## config.mk

```make
export PLATFORM = sky130hd
export DESIGN_NAME = periph_clk_gate
export DESIGN_NICKNAME = d
export VERILOG_FILES = /design/src/rtl/pcg_pkg.sv /design/src/rtl/pcg_regs.sv /design/src/rtl/pcg_hyst.sv /design/src/rtl/pcg_settle.sv /design/src/rtl/periph_clk_gate.sv
export SDC_FILE = /design/constraint.sdc
export NUM_CORES = 1
export LEC_CHECK = 0
export ABC_AREA = 1
export BUFFER_PORTS_ARGS = -buffer_cell sky130_fd_sc_hd__buf_4
export CAP_MARGIN = 30
export CORE_MARGIN = 4
export CORE_UTILIZATION = 49
export CTS_CLUSTER_SIZE = 30
export DETAILED_ROUTE_END_ITERATION = 10
export PLACE_DENSITY = 0.76
export SYNTH_ARGS = -nofsm -noshare
export SYNTH_HDL_FRONTEND = slang
export SYNTH_HIERARCHICAL = 1
export SYNTH_SLANG_ARGS = --single-unit
```

## constraint.sdc

```tcl
create_clock -name clk -period 1.4 [get_ports clk]
set_input_delay 0.28 -clock clk [delete_from_list [all_inputs] [get_ports clk]]
set_output_delay 0.28 -clock clk [all_outputs]
set_load 0.02 [all_outputs]
```

## src/rtl/pcg_pkg.sv

```systemverilog
package pcg_pkg;

  localparam int unsigned F_SEL   = 0;
  localparam int unsigned F_EN    = 1;
  localparam int unsigned F_HON   = 2;
  localparam int unsigned F_HLONG = 3;
  localparam int unsigned F_KEEP  = 4;
  localparam int unsigned F_STAT  = 7;

  typedef struct packed {
    logic keep_on;
    logic hyst_long;
    logic hyst_on;
    logic sw_en;
    logic sw_sel;
  } pcg_cfg_t;

  // Request seen by the gate: keep-on wins, then the selected source.
  function automatic logic gate_demand(pcg_cfg_t c, logic hw_req);
    return c.keep_on | (c.sw_sel ? c.sw_en : hw_req);
  endfunction

  // Extra edges the gate stays on after the request drops.
  function automatic int unsigned off_delay(logic hyst_on, logic hyst_long,
                                            int unsigned lo, int unsigned hi);
    if (!hyst_on) return 0;
    return hyst_long ? hi : lo;
  endfunction

  function automatic int unsigned max_u(int unsigned a, int unsigned b);
    return (a > b) ? a : b;
  endfunction

endpackage

```

## src/rtl/pcg_regs.sv

```systemverilog
module pcg_regs
  import pcg_pkg::*;
#(
  parameter int unsigned DATA_W = 8
) (
  input  logic              clk,
  input  logic              rst_n,
  input  logic              wr_en,
  input  logic [DATA_W-1:0] wr_data,
  input  logic              status,
  output pcg_cfg_t          cfg,
  output logic [DATA_W-1:0] rd_data
);

  always_ff @(posedge clk or negedge rst_n) begin
    if (!rst_n) begin
      cfg <= '0;
    end else if (wr_en) begin
      cfg.sw_sel    <= wr_data[F_SEL];
      cfg.sw_en     <= wr_data[F_EN];
      cfg.hyst_on   <= wr_data[F_HON];
      cfg.hyst_long <= wr_data[F_HLONG];
      cfg.keep_on   <= wr_data[F_KEEP];
    end
  end

  always_comb begin
    rd_data          = '0;
    rd_data[F_SEL]   = cfg.sw_sel;
    rd_data[F_EN]    = cfg.sw_en;
    rd_data[F_HON]   = cfg.hyst_on;
    rd_data[F_HLONG] = cfg.hyst_long;
    rd_data[F_KEEP]  = cfg.keep_on;
    rd_data[F_STAT]  = status;
  end


  cfg_hold_chk: assert property (@(posedge clk) disable iff (!rst_n)
    !wr_en |=> $stable(cfg));

endmodule

```

## src/rtl/pcg_hyst.sv

```systemverilog
module pcg_hyst
  import pcg_pkg::*;
#(
  parameter int unsigned LOW_DLY  = 4,
  parameter int unsigned HIGH_DLY = 12
) (
  input  logic clk,
  input  logic rst_n,
  input  logic demand,
  input  logic hyst_on,
  input  logic hyst_long,
  output logic gate_en,
  output logic pend
);

  localparam int unsigned MAX_DLY = max_u(LOW_DLY, HIGH_DLY);
  localparam int unsigned CNT_W   = (MAX_DLY < 2) ? 1 : $clog2(MAX_DLY + 1);

  logic [CNT_W-1:0] cnt;
  logic [CNT_W-1:0] dly;
  logic             dly_zero;

  assign dly      = CNT_W'(off_delay(hyst_on, hyst_long, LOW_DLY, HIGH_DLY));
  assign dly_zero = (dly == '0);

  always_ff @(posedge clk or negedge rst_n) begin
    if (!rst_n) begin
      gate_en <= 1'b0;
      pend    <= 1'b0;
      cnt     <= '0;
    end else if (demand) begin
      gate_en <= 1'b1;
      pend    <= 1'b0;
      cnt     <= '0;
    end else if (pend) begin
      if (cnt == '0) begin
        gate_en <= 1'b0;
        pend    <= 1'b0;
      end else begin
        cnt <= cnt - CNT_W'(1);
      end
    end else if (gate_en) begin
      if (dly_zero) begin
        gate_en <= 1'b0;
      end else begin
        pend <= 1'b1;
        cnt  <= dly - CNT_W'(1);
      end
    end
  end


  on_immediate_chk: assert property (@(posedge clk) disable iff (!rst_n)
    demand |=> gate_en);


  no_drop_on_demand_chk: assert property (@(posedge clk) disable iff (!rst_n)
    $fell(gate_en) |-> !$past(demand));


  off_immediate_chk: assert property (@(posedge clk) disable iff (!rst_n)
    (gate_en && !demand && !pend && !hyst_on) |=> !gate_en);


  cnt_bound_chk: assert property (@(posedge clk) disable iff (!rst_n)
    pend |-> (int'(cnt) < int'(MAX_DLY)));

endmodule

```

## src/rtl/pcg_settle.sv

```systemverilog
module pcg_settle #(
  parameter int unsigned SETTLE = 3
) (
  input  logic clk,
  input  logic rst_n,
  input  logic gate_in,
  output logic status_o
);

  logic [SETTLE-1:0] pipe;

  generate
    for (genvar i = 0; i < SETTLE; i++) begin : g_stage
      if (i == 0) begin : g_first
        always_ff @(posedge clk or negedge rst_n) begin
          if (!rst_n) pipe[0] <= 1'b0;
          else        pipe[0] <= gate_in;
        end
      end else begin : g_next
        always_ff @(posedge clk or negedge rst_n) begin
          if (!rst_n) pipe[i] <= 1'b0;
          else        pipe[i] <= pipe[i-1];
        end
      end
    end
  endgenerate

  assign status_o = pipe[SETTLE-1];

endmodule

```

## src/rtl/periph_clk_gate.sv

```systemverilog
module periph_clk_gate
  import pcg_pkg::*;
#(
  parameter int unsigned DATA_W   = 8,
  parameter int unsigned SETTLE   = 3,
  parameter int unsigned LOW_DLY  = 4,
  parameter int unsigned HIGH_DLY = 12
) (
  input  logic              clk,
  input  logic              rst_n,
  input  logic              wr_en,
  input  logic [DATA_W-1:0] wr_data,
  input  logic              hw_req,
  output logic [DATA_W-1:0] rd_data,
  output logic              gate_en,
  output logic              status
);

  pcg_cfg_t cfg;
  logic     demand;
  logic     pend;

  pcg_regs #(.DATA_W(DATA_W)) u_regs (
    .clk(clk), .rst_n(rst_n), .wr_en(wr_en), .wr_data(wr_data),
    .status(status), .cfg(cfg), .rd_data(rd_data)
  );

  assign demand = gate_demand(cfg, hw_req);

  pcg_hyst #(.LOW_DLY(LOW_DLY), .HIGH_DLY(HIGH_DLY)) u_hyst (
    .clk(clk), .rst_n(rst_n), .demand(demand), .hyst_on(cfg.hyst_on),
    .hyst_long(cfg.hyst_long), .gate_en(gate_en), .pend(pend)
  );

  pcg_settle #(.SETTLE(SETTLE)) u_settle (
    .clk(clk), .rst_n(rst_n), .gate_in(gate_en), .status_o(status)
  );


  keep_on_chk: assert property (@(posedge clk) disable iff (!rst_n)
    cfg.keep_on |=> gate_en);


  hw_follow_chk: assert property (@(posedge clk) disable iff (!rst_n)
    (!cfg.sw_sel && hw_req) |=> gate_en);


  pend_needs_gate_chk: assert property (@(posedge clk) disable iff (!rst_n)
    pend |-> gate_en);

endmodule

```

; ---- Word-level counts from Yosys, hierarchy flattened
; Index checks and enable logic that the tools add are counted.
[totals]
reg_bits = 14
latch_bits = 0
ram_bits = 0
romBits = 0
input_bits = 12
out_inout_bits = 10
word_cells = 37
memories = 0
[op_classes]
n_addsub = 2
n_mul = 0
n_div = 0
n_lt_le_gt_ge = 0
n_eq_ne = 3
shift = 0
mux = 16
bitwise_logic = 1
reduce_logical = 4
[ops]
columns = op, n
row1 = 4-bit 2-to-1 mux, 7
row2 = 1-bit 2-to-1 mux, 9
row3 = 4-bit zero test, 2
row4 = 4-bit by 1-bit subtractor with 4-bit output (second input constant), 2
row5 = 3-bit != test (second input constant), 2
row6 = 3-bit by 2-bit != test with 1-bit output (second input constant), 1
row7 = 3-bit AND reduction, 1
row8 = 3-bit nonzero test, 1
row9 = 1-bit bitwise OR, 1

; ---- Logic depth before layout (Yosys ltp)
; Gate-level depths: netlist (run 1).
[logic_depth]
depth_word = 7
ltp_mapped = 10

; ---- By module
; The synthesis (run 1) kept the hierarchy.
[modules_own_cells]
columns = mod, n_inst, cells_each, area_per_inst_um2, seq_area_each_um2
row1 = pcg_hyst, 1, 51, 417.9, 150.1
row2 = pcg_regs, 1, 30, 249.0, 125.1
row3 = pcg_settle, 1, 3, 75.1, 75.1
row4 = periph_clk_gate, 1, 5, 27.5, 0.0

; ---- Worst setup path after synthesis (run 1)
; OpenSTA, ideal clock, no wires.
[synth_path]
path_kind = register to register
from = register, netlist name u_regs/cfg[0]
to = register u_hyst.cnt[3]
setup_time_ps = 120
arrival_ps = 1120
setup_slack_ps = 159
path_stages_with_launch = 8
n_path_buf = 1
period_less_slack_ps = 1241
cell_sequence = dfrtp_1 nand2_1 nand3_2 buf_4 nor3_4 nor2_4 nand3_1 nand2_1
[synth_via]
elab_chain_len = 4
word_cells_on_any_way = 7
classes_between = eq/ne: 2 / mux: 2 / bitwise: 1 / reduce/logical: 2
[synth_rtl]
columns = item, line
row1 = 1-bit 2-to-1 mux *, pcg_pkg.sv:20  ; return c.keep_on | (c.sw_sel ? c.sw_en : hw_req);
row2 = 1-bit bitwise OR *, pcg_pkg.sv:20
row3 = net demand, periph_clk_gate.sv:20  ; logic demand;
row4 = 3-bit by 2-bit != test with 1-bit output (no line) (tied with other cells), n/a
row5 = 3-bit AND reduction (no line), n/a
row6 = "end signal, assigned", pcg_hyst.sv:40  ; cnt <= cnt - CNT_W'(1);
row7 = "end signal, assigned", pcg_hyst.sv:47  ; cnt <= dly - CNT_W'(1);
row8 = "end, declared", pcg_hyst.sv:19  ; logic [CNT_W-1:0] cnt;
; Mark *: on every way through the listed nets, which the timed path passes. The rest lies on a longest branch.
; A chain may end at the register's enable or synchronous reset.

; ---- Worst setup path after layout (run 1)
[layout_path]
from = register, netlist name u_regs/cfg[0]
to = register u_hyst.cnt[3]
[layout_via]
elab_chain_len = 4
word_cells_on_any_way = 7
classes_between = eq/ne: 2 / mux: 2 / bitwise: 1 / reduce/logical: 2
[layout_rtl]
columns = item, line
row1 = 1-bit 2-to-1 mux *, pcg_pkg.sv:20
row2 = 1-bit bitwise OR *, pcg_pkg.sv:20
row3 = net demand, periph_clk_gate.sv:20
row4 = 3-bit by 2-bit != test with 1-bit output (no line) (tied with other cells), n/a
row5 = 3-bit AND reduction (no line), n/a
; Marks and branches as above.

==> results of run 1 <==
==> layout make-up <==
type	instances	area, um^2	share of cell area
well taps	16	20.02	0.02216
multi-input cells	61	330.3	0.3657
repair buffers	19	145.1	0.1607
inverters	5	21.27	0.02355
clock buffers	4	36.28	0.04017
flip-flops and latches	14	350.3	0.3878
==> per-layer routing <==
metal	global-route usage	up-vias	wire length [um]
met2	0.2433	16	593
met5	0	-	0
met4	0.06452	0	17
met1	0.1549	269	514
li1	-	301	-
met3	0.04511	2	92
==> repair_timing <==
action                                  in CTS  in global routing
hold endpoints to repair                    14                  0
hold buffers                                 1                  0
endpoints found under the setup margin       0                  4
resized for setup                            0                  3
setup buffers                                0                  0
==> final timing paths <==
| path | start | to | slack, ns |
|---|---|---|---|
| worst max-delay path | u_regs/cfg[0] | u_hyst/cnt[3] | 0.13 |
| worst min-delay path | wr_data[2] | u_regs/cfg[2] | 0.20 |
| worst max register to register | u_regs/cfg[0] | u_hyst/cnt[3] | 0.13 |
| worst min register to register | u_settle/pipe[0] | u_settle/pipe[1] | 0.35 |
| max in group asynchronous | rst_n | u_regs/cfg[0] | 0.85 |
| min in group asynchronous | rst_n | u_regs/cfg[4] | 0.39 |
==> metrics by stage <==
step,hold WS (ns),setup slack [ns]
CTS,0.1943,0.08268
global route,0.2113,0.02427
floorplan,-0.01559,0.1590
finish,0.1994,0.1335
detailed placement,0.1386,0.09978
global placement,0.1329,0.1006
==> power by group <==
part | total, mW | switching, mW | internal [mW]
combinational | 0.345 | 0.204 | 0.141
clock | 0.281 | 0.123 | 0.158
sequential | 0.533 | 0.0559 | 0.477
total | 1.16 | 0.383 | 0.775
==> registers in the layout, summed over array words and instances (netlist names) <==
register / count
u_hyst/cnt: 4
u_hyst/gate_en: 1
u_hyst/pend: 1
u_regs/cfg: 5
u_settle/pipe: 2
u_settle/status_o: 1
==> cell usage in the layout, fill, tap and decap left out, drive strengths merged <==
cell / synthesis / layout
a21oi: 2 / 2
nand3b: 1 / 1
buf: 10 / 18
a311oi: 1 / 1
o21ai: 4 / 4
nor3: 1 / 1
conb: 1 / 2
nor2: 10 / 10
ha: 1 / 1
nand2: 32 / 32
dlygate4sd3: 0 / 1
nand3: 6 / 6
clkbuf: 0 / 4
inv: 5 / 5
dfrtp: 14 / 14
or2: 1 / 1
==> worst register-to-register path, stage by stage, from the launching register on <==
cell	delay, ns
sky130_fd_sc_hd__dfrtp_1	0.41
sky130_fd_sc_hd__nand2_1	0.12
sky130_fd_sc_hd__nand3_4	0.12
sky130_fd_sc_hd__nor2_2	0.13
sky130_fd_sc_hd__nand3_2	0.08
sky130_fd_sc_hd__nand2_4	0.11
sky130_fd_sc_hd__nor2_4	0.05
sky130_fd_sc_hd__nand3_1	0.09
sky130_fd_sc_hd__nand2_1	0.05
==> cells by family (layout without fill, tap and decap cells) <==
family / after synthesis / in the layout / share of synthesized area
other: 1 / 2 / 0.004873
adder cells (fa/ha/maj): 1 / 1 / 0.01626
AND/OR/NAND/NOR: 51 / 51 / 0.3431
flip-flops: 14 / 14 / 0.4553
buffers and inverters: 15 / 28 / 0.1301
AO/OA/AOI/OAI: 7 / 7 / 0.05041
==> results.rst, run 1 <==
.. list-table::
   :header-rows: 1

   * - Metric
     - Value
   * - Result of the run
     - finished clean
   * - Placed cell area
     - 849.6 um^2
   * - Number of rows created at floorplan
     - 14
   * - Top cells by instance count after synthesis
     - sky130_fd_sc_hd__nand2_1, sky130_fd_sc_hd__dfrtp_1, sky130_fd_sc_hd__buf_4, sky130_fd_sc_hd__nor2_1
   * - WHS Path Cells
     - 3
   * - Placed cell count
     - 114
   * - Timing-limited maximum frequency
     - 789.6 MHz
   * - Utilization of the core after routing
     - 0.6067
   * - Clock insertion delay at the later pin of the skew report
     - 0.27 ns
   * - Number of antenna violations at the first check in global routing
     - 0
   * - Type of the worst setup path
     - flip-flop to flip-flop
   * - Boundary Pins
     - 22
   * - Average via count per standard cell
     - 4.941
   * - Max-slew violation count
     - 0
   * - FF+latch count, synth
     - 14
   * - Post-synth cell types
     - 22
   * - First-iteration detailed-routing DRC count
     - 4
   * - Standby leakage power
     - 0.4668 nW
   * - Critical path's most frequent cell
     - sky130_fd_sc_hd__nand2_1
   * - Cell type contributing the most total cell area after synthesis
     - sky130_fd_sc_hd__dfrtp_1
   * - Post-route design area
     - 903.4 um^2
   * - Pin count of the biggest net entering global routing
     - 15
   * - Max_cap viols
     - 0
   * - Quantity of I/O buffers inserted on ports
     - 16
   * - Wire length of the first global-routing pass
     - 2145 um
   * - Setup Skew
     - 0.004297 ns
   * - Final HPWL DP
     - 1020 um
   * - Routability Congestion
     - 0.7872
   * - Total of warnings raised by yosys
     - 6
   * - Die Span Y
     - 47.63 um
   * - Stages on the worst setup path
     - 8
   * - Fill count
     - 141
   * - Clock Sink Count
     - 14
   * - Endpoint arrival time on the critical path
     - 1.43 ns
   * - Num CTS Buffers
     - 3
   * - CTS tree
     - yes
   * - Final setup viols
     - 0
   * - Maximum fanout count along the critical path
     - 6
   * - Fin Setup TNS
     - 0 ns
   * - Area of the mapped netlist
     - 769.5 um^2
   * - Library cell with the highest instance count after synthesis
     - sky130_fd_sc_hd__nand2_1
   * - Count of unresolved DRC violations after routing
     - 0
   * - Maximum resistive drop on vdd
     - 0.6753 mV
   * - Number of antenna cells inserted
     - 0
   * - Via count of the first global-routing pass
     - 560
   * - Area growth from synthesis to final layout
     - 17.40%
   * - Total wirelength of the detailed-routed design
     - 1219 um
   * - Cell with the biggest individual delay on the critical path
     - sky130_fd_sc_hd__dfrtp_1
   * - DIE AREA
     - 2269 um^2
   * - Ordered cell list for the critical path
     - nand2_1, nand3_4, nor2_2, nand3_2, nand2_4, nor2_4, nand3_1, nand2_1
   * - Overall global routing resource usage
     - 0.1401
   * - Effective utilization at floorplan
     - 0.5168
   * - Post-layout instance count excluding filler cells
     - 119
   * - Startpoint type of the worst setup path
     - flip-flop
   * - Critical path capture point type
     - flip-flop
   * - Wirelength per Cell
     - 10.24 um
   * - Fraction of the cycle the final worst path needs
     - 0.9046
   * - Pre-antenna DRT Iters
     - 3
   * - Remaining antenna violation count after routing
     - 0
   * - Tot Pwr
     - 1.158 mW
   * - Floorplan Core Area
     - 1489 um^2
   * - RSZ-0062 raised after global routing
     - false
   * - Ys flop type
     - sky130_fd_sc_hd__dfrtp_1
   * - Bufs on Longest Clock Path
     - 2
   * - Area fraction of the dominant cell type after synthesis
     - 0.4553
   * - Number of endpoints with negative hold slack in the final report
     - 0
   * - Die span in x
     - 47.63 um
   * - Hold/Removal Path Class
     - input port to flip-flop
   * - Data required time at the worst endpoint
     - 1.57 ns
   * - Clock Tree Root
     - sky130_fd_sc_hd__clkbuf_4
   * - DR vias
     - 588
   * - Fraction of registers with async set/reset
     - 1.000
   * - Number of buffers and inverters on the critical path
     - 0
   * - Max stage delay on crit path
     - 0.41 ns
   * - Reg2reg path depth
     - 8
   * - Overflow left after global routing
     - 0
   * - Cell types with the largest area share after synthesis
     - sky130_fd_sc_hd__dfrtp_1, sky130_fd_sc_hd__nand2_1, sky130_fd_sc_hd__buf_4, sky130_fd_sc_hd__nand2_2, sky130_fd_sc_hd__nor2_1
   * - Power per standard cell area
     - 1282 nW/um^2
   * - EDFF count, synth
     - 0
   * - Share of final-layout standard cells stronger than drive strength 1
     - 0.3689
   * - Min Clock Period, post-route
     - 1.267 ns
   * - Htree depth
     - 1
   * - Clock slew seen by the registers of the worst setup and hold paths
     - 0.08 ns
   * - Net count, final
     - 117
   * - Delay-heaviest family, CP
     - simple AND/OR/NAND/NOR gates
   * - Instance count of the mapped netlist
     - 89
   * - Avg Cell Area, Syn
     - 8.646 um^2
   * - Sequential element share of the synthesized area
     - 0.4553
No activity file was read; power rests on OpenSTA's default activity.
==> run 2: changes to the inputs <==
ABC_AREA = default   (was 1)
CELL_PAD_IN_SITES_DETAIL_PLACEMENT = 1   (was default)
CELL_PAD_IN_SITES_GLOBAL_PLACEMENT = 1   (was default)
CORE_UTILIZATION = 36   (was 49)
PLACE_DENSITY = default   (was 0.76)
PLACE_DENSITY_LB_ADDON = 0.1   (was default)
==> run 2 against run 1 <==
The flow now finishes with violations (negative setup slack). Global-route usage down 1.8 points. Combinational power down 16%. First-iteration DRC count down 100%. Non-clock buffer count up 3. Clock-buffer cell count unchanged. Highest routed layer unchanged.
==> results.rst, run 2 <==
.. list-table::
   :header-rows: 1

   * - Metric
     - Value
   * - Clock Tree Root
     - sky130_fd_sc_hd__clkbuf_4 (unchanged)
   * - Total of warnings raised by yosys
     - 6 (unchanged)
   * - Hold path startpoint
     - wr_data[2] (unchanged)
   * - Max stage delay on crit path
     - 0.58 ns (was 0.41 ns)
   * - Post-synth cell types
     - 22 (unchanged)
   * - EDFF count, synth
     - 0 (unchanged)
   * - Area fraction of the dominant cell type after synthesis
     - 0.5273 (was 0.4553)
   * - Avg Cell Area, Syn
     - 12.08 um^2 (was 8.646 um^2)
   * - Sequential element share of the synthesized area
     - 0.5273 (was 0.4553)
   * - Final HPWL DP
     - 970.3 um (was 1020 um)
   * - Floorplan Core Area
     - 1745 um^2 (was 1489 um^2)
   * - Largest registers
     - u_regs/cfg: 5 flops, u_hyst/cnt: 4 flops, u_settle/pipe: 2 flops (unchanged)
   * - Endpoint of the lowest-slack register-to-register path
     - u_hyst/cnt[1] (was u_hyst/cnt[3])
   * - WHS Path Cells
     - 2 (was 3)
   * - Ordered cell list for the critical path
     - or4_4, a21o_1, a211oi_2 (was nand2_1, nand3_4, nor2_2, nand3_2, nand2_4, nor2_4, nand3_1, nand2_1)
   * - RSZ-0062 raised after global routing
     - true (was false)
   * - Htree depth
     - 1 (unchanged)
   * - Minimum hold slack
     - 0.2194 ns (was 0.1994 ns)
   * - Area growth from synthesis to final layout
     - 29.19% (was 17.40%)
   * - Power per standard cell area
     - 1253 nW/um^2 (was 1282 nW/um^2)
   * - Number of antenna violations at the first check in global routing
     - 0 (unchanged)
   * - Final setup viols
     - 2 (was 0)
   * - Library cell with the highest instance count after synthesis
     - sky130_fd_sc_hd__dfrtp_1 (was sky130_fd_sc_hd__nand2_1)
   * - Number of endpoints with negative hold slack in the final report
     - 0 (unchanged)
   * - Cell types with the largest area share after synthesis
     - sky130_fd_sc_hd__dfrtp_1, sky130_fd_sc_hd__buf_4, sky130_fd_sc_hd__mux2_2, sky130_fd_sc_hd__a311o_1, sky130_fd_sc_hd__nor2b_1 (was sky130_fd_sc_hd__dfrtp_1, sky130_fd_sc_hd__nand2_1, sky130_fd_sc_hd__buf_4, sky130_fd_sc_hd__nand2_2, sky130_fd_sc_hd__nor2_1)
   * - Result of the run
     - complete, but fails checks (was finished clean)
   * - Count of unresolved DRC violations after routing
     - 0 (unchanged)
   * - Wire length of the first global-routing pass
     - 2318 um (was 2145 um)
   * - Number of antenna cells inserted
     - 0 (unchanged)
   * - Utilization of the core after routing
     - 0.4918 (was 0.6067)
   * - Biggest register
     - u_regs/cfg (unchanged)
   * - Average via count per standard cell
     - 4.949 (was 4.941)
   * - Die span in x
     - 50.96 um (was 47.63 um)
   * - DIE AREA
     - 2597 um^2 (was 2269 um^2)
   * - Setup Skew
     - 0.007341 ns (was 0.004297 ns)
   * - Commonest non-fill, non-tap cells in the layout
     - sky130_fd_sc_hd__buf_4, sky130_fd_sc_hd__dfrtp_1, sky130_fd_sc_hd__mux2_2 (was sky130_fd_sc_hd__nand2_1, sky130_fd_sc_hd__buf_4, sky130_fd_sc_hd__dfrtp_1)
   * - Area of the mapped netlist
     - 664.4 um^2 (was 769.5 um^2)
   * - Max-slew violation count
     - 0 (unchanged)
   * - Pre-antenna DRT Iters
     - 1 (was 3)
   * - Net count, final
     - 87 (was 117)
   * - Remaining antenna violation count after routing
     - 0 (unchanged)
   * - Cell with the biggest individual delay on the critical path
     - sky130_fd_sc_hd__or4_4 (was sky130_fd_sc_hd__dfrtp_1)
   * - Minimum setup slack in the final design
     - -0.04355 ns (was 0.1335 ns)
   * - Overall global routing resource usage
     - 0.1221 (was 0.1401)
   * - Routability Congestion
     - 0.7086 (was 0.7872)
   * - Fraction of registers with async set/reset
     - 1.000 (unchanged)
   * - Cell type contributing the most total cell area after synthesis
     - sky130_fd_sc_hd__dfrtp_1 (unchanged)
   * - Clock insertion delay at the later pin of the skew report
     - 0.28 ns (was 0.27 ns)
   * - Instance count of the mapped netlist
     - 55 (was 89)
   * - Maximum resistive drop on vdd
     - 0.6575 mV (was 0.6753 mV)
   * - Wirelength per Cell
     - 13.58 um (was 10.24 um)
   * - Type of the worst setup path
     - flip-flop to flip-flop (unchanged)
   * - Bufs on Longest Clock Path
     - 2 (unchanged)
   * - Ys flop type
     - sky130_fd_sc_hd__dfrtp_1 (unchanged)
   * - Failing checks
     - negative setup slack
   * - FF+latch count, synth
     - 14 (unchanged)
   * - Startpoint type of the worst setup path
     - flip-flop (unchanged)
   * - Pin count of the biggest net entering global routing
     - 15 (unchanged)
   * - Die Span Y
     - 50.96 um (was 47.63 um)
   * - Via count of the first global-routing pass
     - 525 (was 560)
   * - Standby leakage power
     - 0.3833 nW (was 0.4668 nW)
   * - Clock Sink Count
     - 14 (unchanged)
   * - Placed cell count
     - 93 (was 114)
   * - Worst hold path endpoint
     - u_regs/cfg[2] (unchanged)
   * - Maximum fanout count along the critical path
     - 5 (was 6)
   * - Effective utilization at floorplan
     - 0.3806 (was 0.5168)
   * - Endpoint arrival time on the critical path
     - 1.65 ns (was 1.43 ns)
   * - Number of rows created at floorplan
     - 15 (was 14)
   * - Total wirelength of the detailed-routed design
     - 1331 um (was 1219 um)
   * - Quantity of I/O buffers inserted on ports
     - 16 (unchanged)
   * - Critical path capture point type
     - flip-flop (unchanged)
   * - Boundary Pins
     - 22 (unchanged)
   * - First-iteration detailed-routing DRC count
     - 0 (was 4)
   * - Fin Setup TNS
     - -0.08318 ns (was 0 ns)
   * - Fraction of the cycle the final worst path needs
     - 1.031 (was 0.9046)
   * - Largest register FFs
     - 5 (unchanged)
   * - Most common cell after layout, fill and taps aside
     - sky130_fd_sc_hd__buf_4 (was sky130_fd_sc_hd__nand2_1)
   * - Reg-to-reg startpoint
     - u_hyst/cnt[1] (was u_regs/cfg[0])
   * - Num CTS Buffers
     - 3 (unchanged)
   * - Share of final-layout standard cells stronger than drive strength 1
     - 0.4795 (was 0.3689)
   * - Hold/Removal Path Class
     - input port to flip-flop (unchanged)
   * - Min Clock Period, post-route
     - 1.444 ns (was 1.267 ns)
   * - Timing-limited maximum frequency
     - 692.7 MHz (was 789.6 MHz)
   * - CTS tree
     - yes (unchanged)
   * - Fill count
     - 196 (was 141)
   * - Data required time at the worst endpoint
     - 1.61 ns (was 1.57 ns)
   * - Overflow left after global routing
     - 0 (unchanged)
   * - Clock slew seen by the registers of the worst setup and hold paths
     - 0.09 ns (was 0.08 ns)
   * - Top cells by instance count after synthesis
     - sky130_fd_sc_hd__dfrtp_1, sky130_fd_sc_hd__buf_4, sky130_fd_sc_hd__mux2_2, sky130_fd_sc_hd__nand2_1, sky130_fd_sc_hd__nor2b_1 (was sky130_fd_sc_hd__nand2_1, sky130_fd_sc_hd__dfrtp_1, sky130_fd_sc_hd__buf_4, sky130_fd_sc_hd__nor2_1)
   * - Max_cap viols
     - 0 (unchanged)
   * - Register-to-register setup slack
     - -0.04 ns (was 0.13 ns)
   * - DR vias
     - 485 (was 588)
   * - Reg2reg path depth
     - 3 (was 8)
   * - Post-layout instance count excluding filler cells
     - 98 (was 119)
[run 2: cell types whose count changed after synthesis, sizes merged, moves of 3 or more]
| cell | before | now |
|---|---|---|
| nand3 | 6 | 0 |
| mux2 | 0 | 5 |
| o21ai | 4 | 0 |
| nor2 | 10 | 1 |
| nor2b | 0 | 3 |
| nand2 | 32 | 3 |
| inv | 5 | 0 |
[run 2: worst max-delay path by stage]
stage / from / end / cells past startpoint
floorplan: u_hyst/cnt[3] / u_hyst/cnt[1] / 3
global placement: u_hyst/cnt[3] / u_hyst/cnt[1] / 3
detailed placement: u_hyst/cnt[3] / u_hyst/cnt[1] / 3
CTS: u_hyst/cnt[0] / u_hyst/cnt[1] / 3
global route: u_hyst/cnt[1] / u_hyst/cnt[1] / 3
finish: u_hyst/cnt[1] / u_hyst/cnt[1] / 3
[run 2: logic make-up after synthesis]
kind of cell | after synthesis | share of synthesized area
DFF | 14 | 0.5273
and+or+nand+nor | 13 | 0.1300
AOI/OAI and AO/OA | 12 | 0.1375
buffers and inverters | 9 | 0.09604
muxes | 5 | 0.08474
adders and majority gates | 1 | 0.01883
other | 1 | 0.005644
[run 2: timing repair]
item | 4_1_cts | 5_1_grt
resized for setup | 1 | 4
setup buffers | 0 | 0
hold endpoints to repair | 14 | 0
endpoints found under the setup margin | 3 | 4
pin swaps | 2 | 4
hold buffers | 1 | 0
[run 2: metrics by stage]
| stage | setup slack, ns | power (mW) | cell area, um^2 |
|---|---|---|---|
| finish | -0.04355 | 1.075 | 858.3 |
| CTS | -0.05384 | 1.081 | 844.6 |
| floorplan | -0.003892 | 0.6775 | 668.1 |
| global route | -0.07921 | 1.144 | 858.3 |
| global placement | -0.06279 | 0.7684 | 793.3 |
| detailed placement | -0.07550 | 0.7725 | 793.3 |
[run 2: routing by layer]
metal | global-route usage | wire length (um) | vias up
met5 | 0 | 0 | -
met4 | 0.05381 | 14 | 0
met3 | 0.05248 | 87 | 2
met2 | 0.1910 | 621 | 14
met1 | 0.1444 | 607 | 237
li1 | - | - | 232
[run 2: critical path, delay by kind of cell (launching register included)]
family           cells  cell delay (ns)
AND/OR/NAND/NOR      1             0.58
flip-flops           1             0.39
AO/OA/AOI/OAI        2             0.39
[run 2: power by group]
group          switching [mW]  internal (mW)  leakage (nW)
Combinational           0.139          0.151         0.198
Clock                   0.133          0.158        0.0210
Sequential             0.0430          0.451         0.164
[run 2: area by class of cell]
cell class / count / area [um^2] / area share
well taps: 25 / 31.28 / 0.03644
multi-input cells: 33 / 271.5 / 0.3163
flip-flops and latches: 14 / 351.6 / 0.4096
repair buffers: 22 / 167.7 / 0.1953
clock buffers: 4 / 36.28 / 0.04227
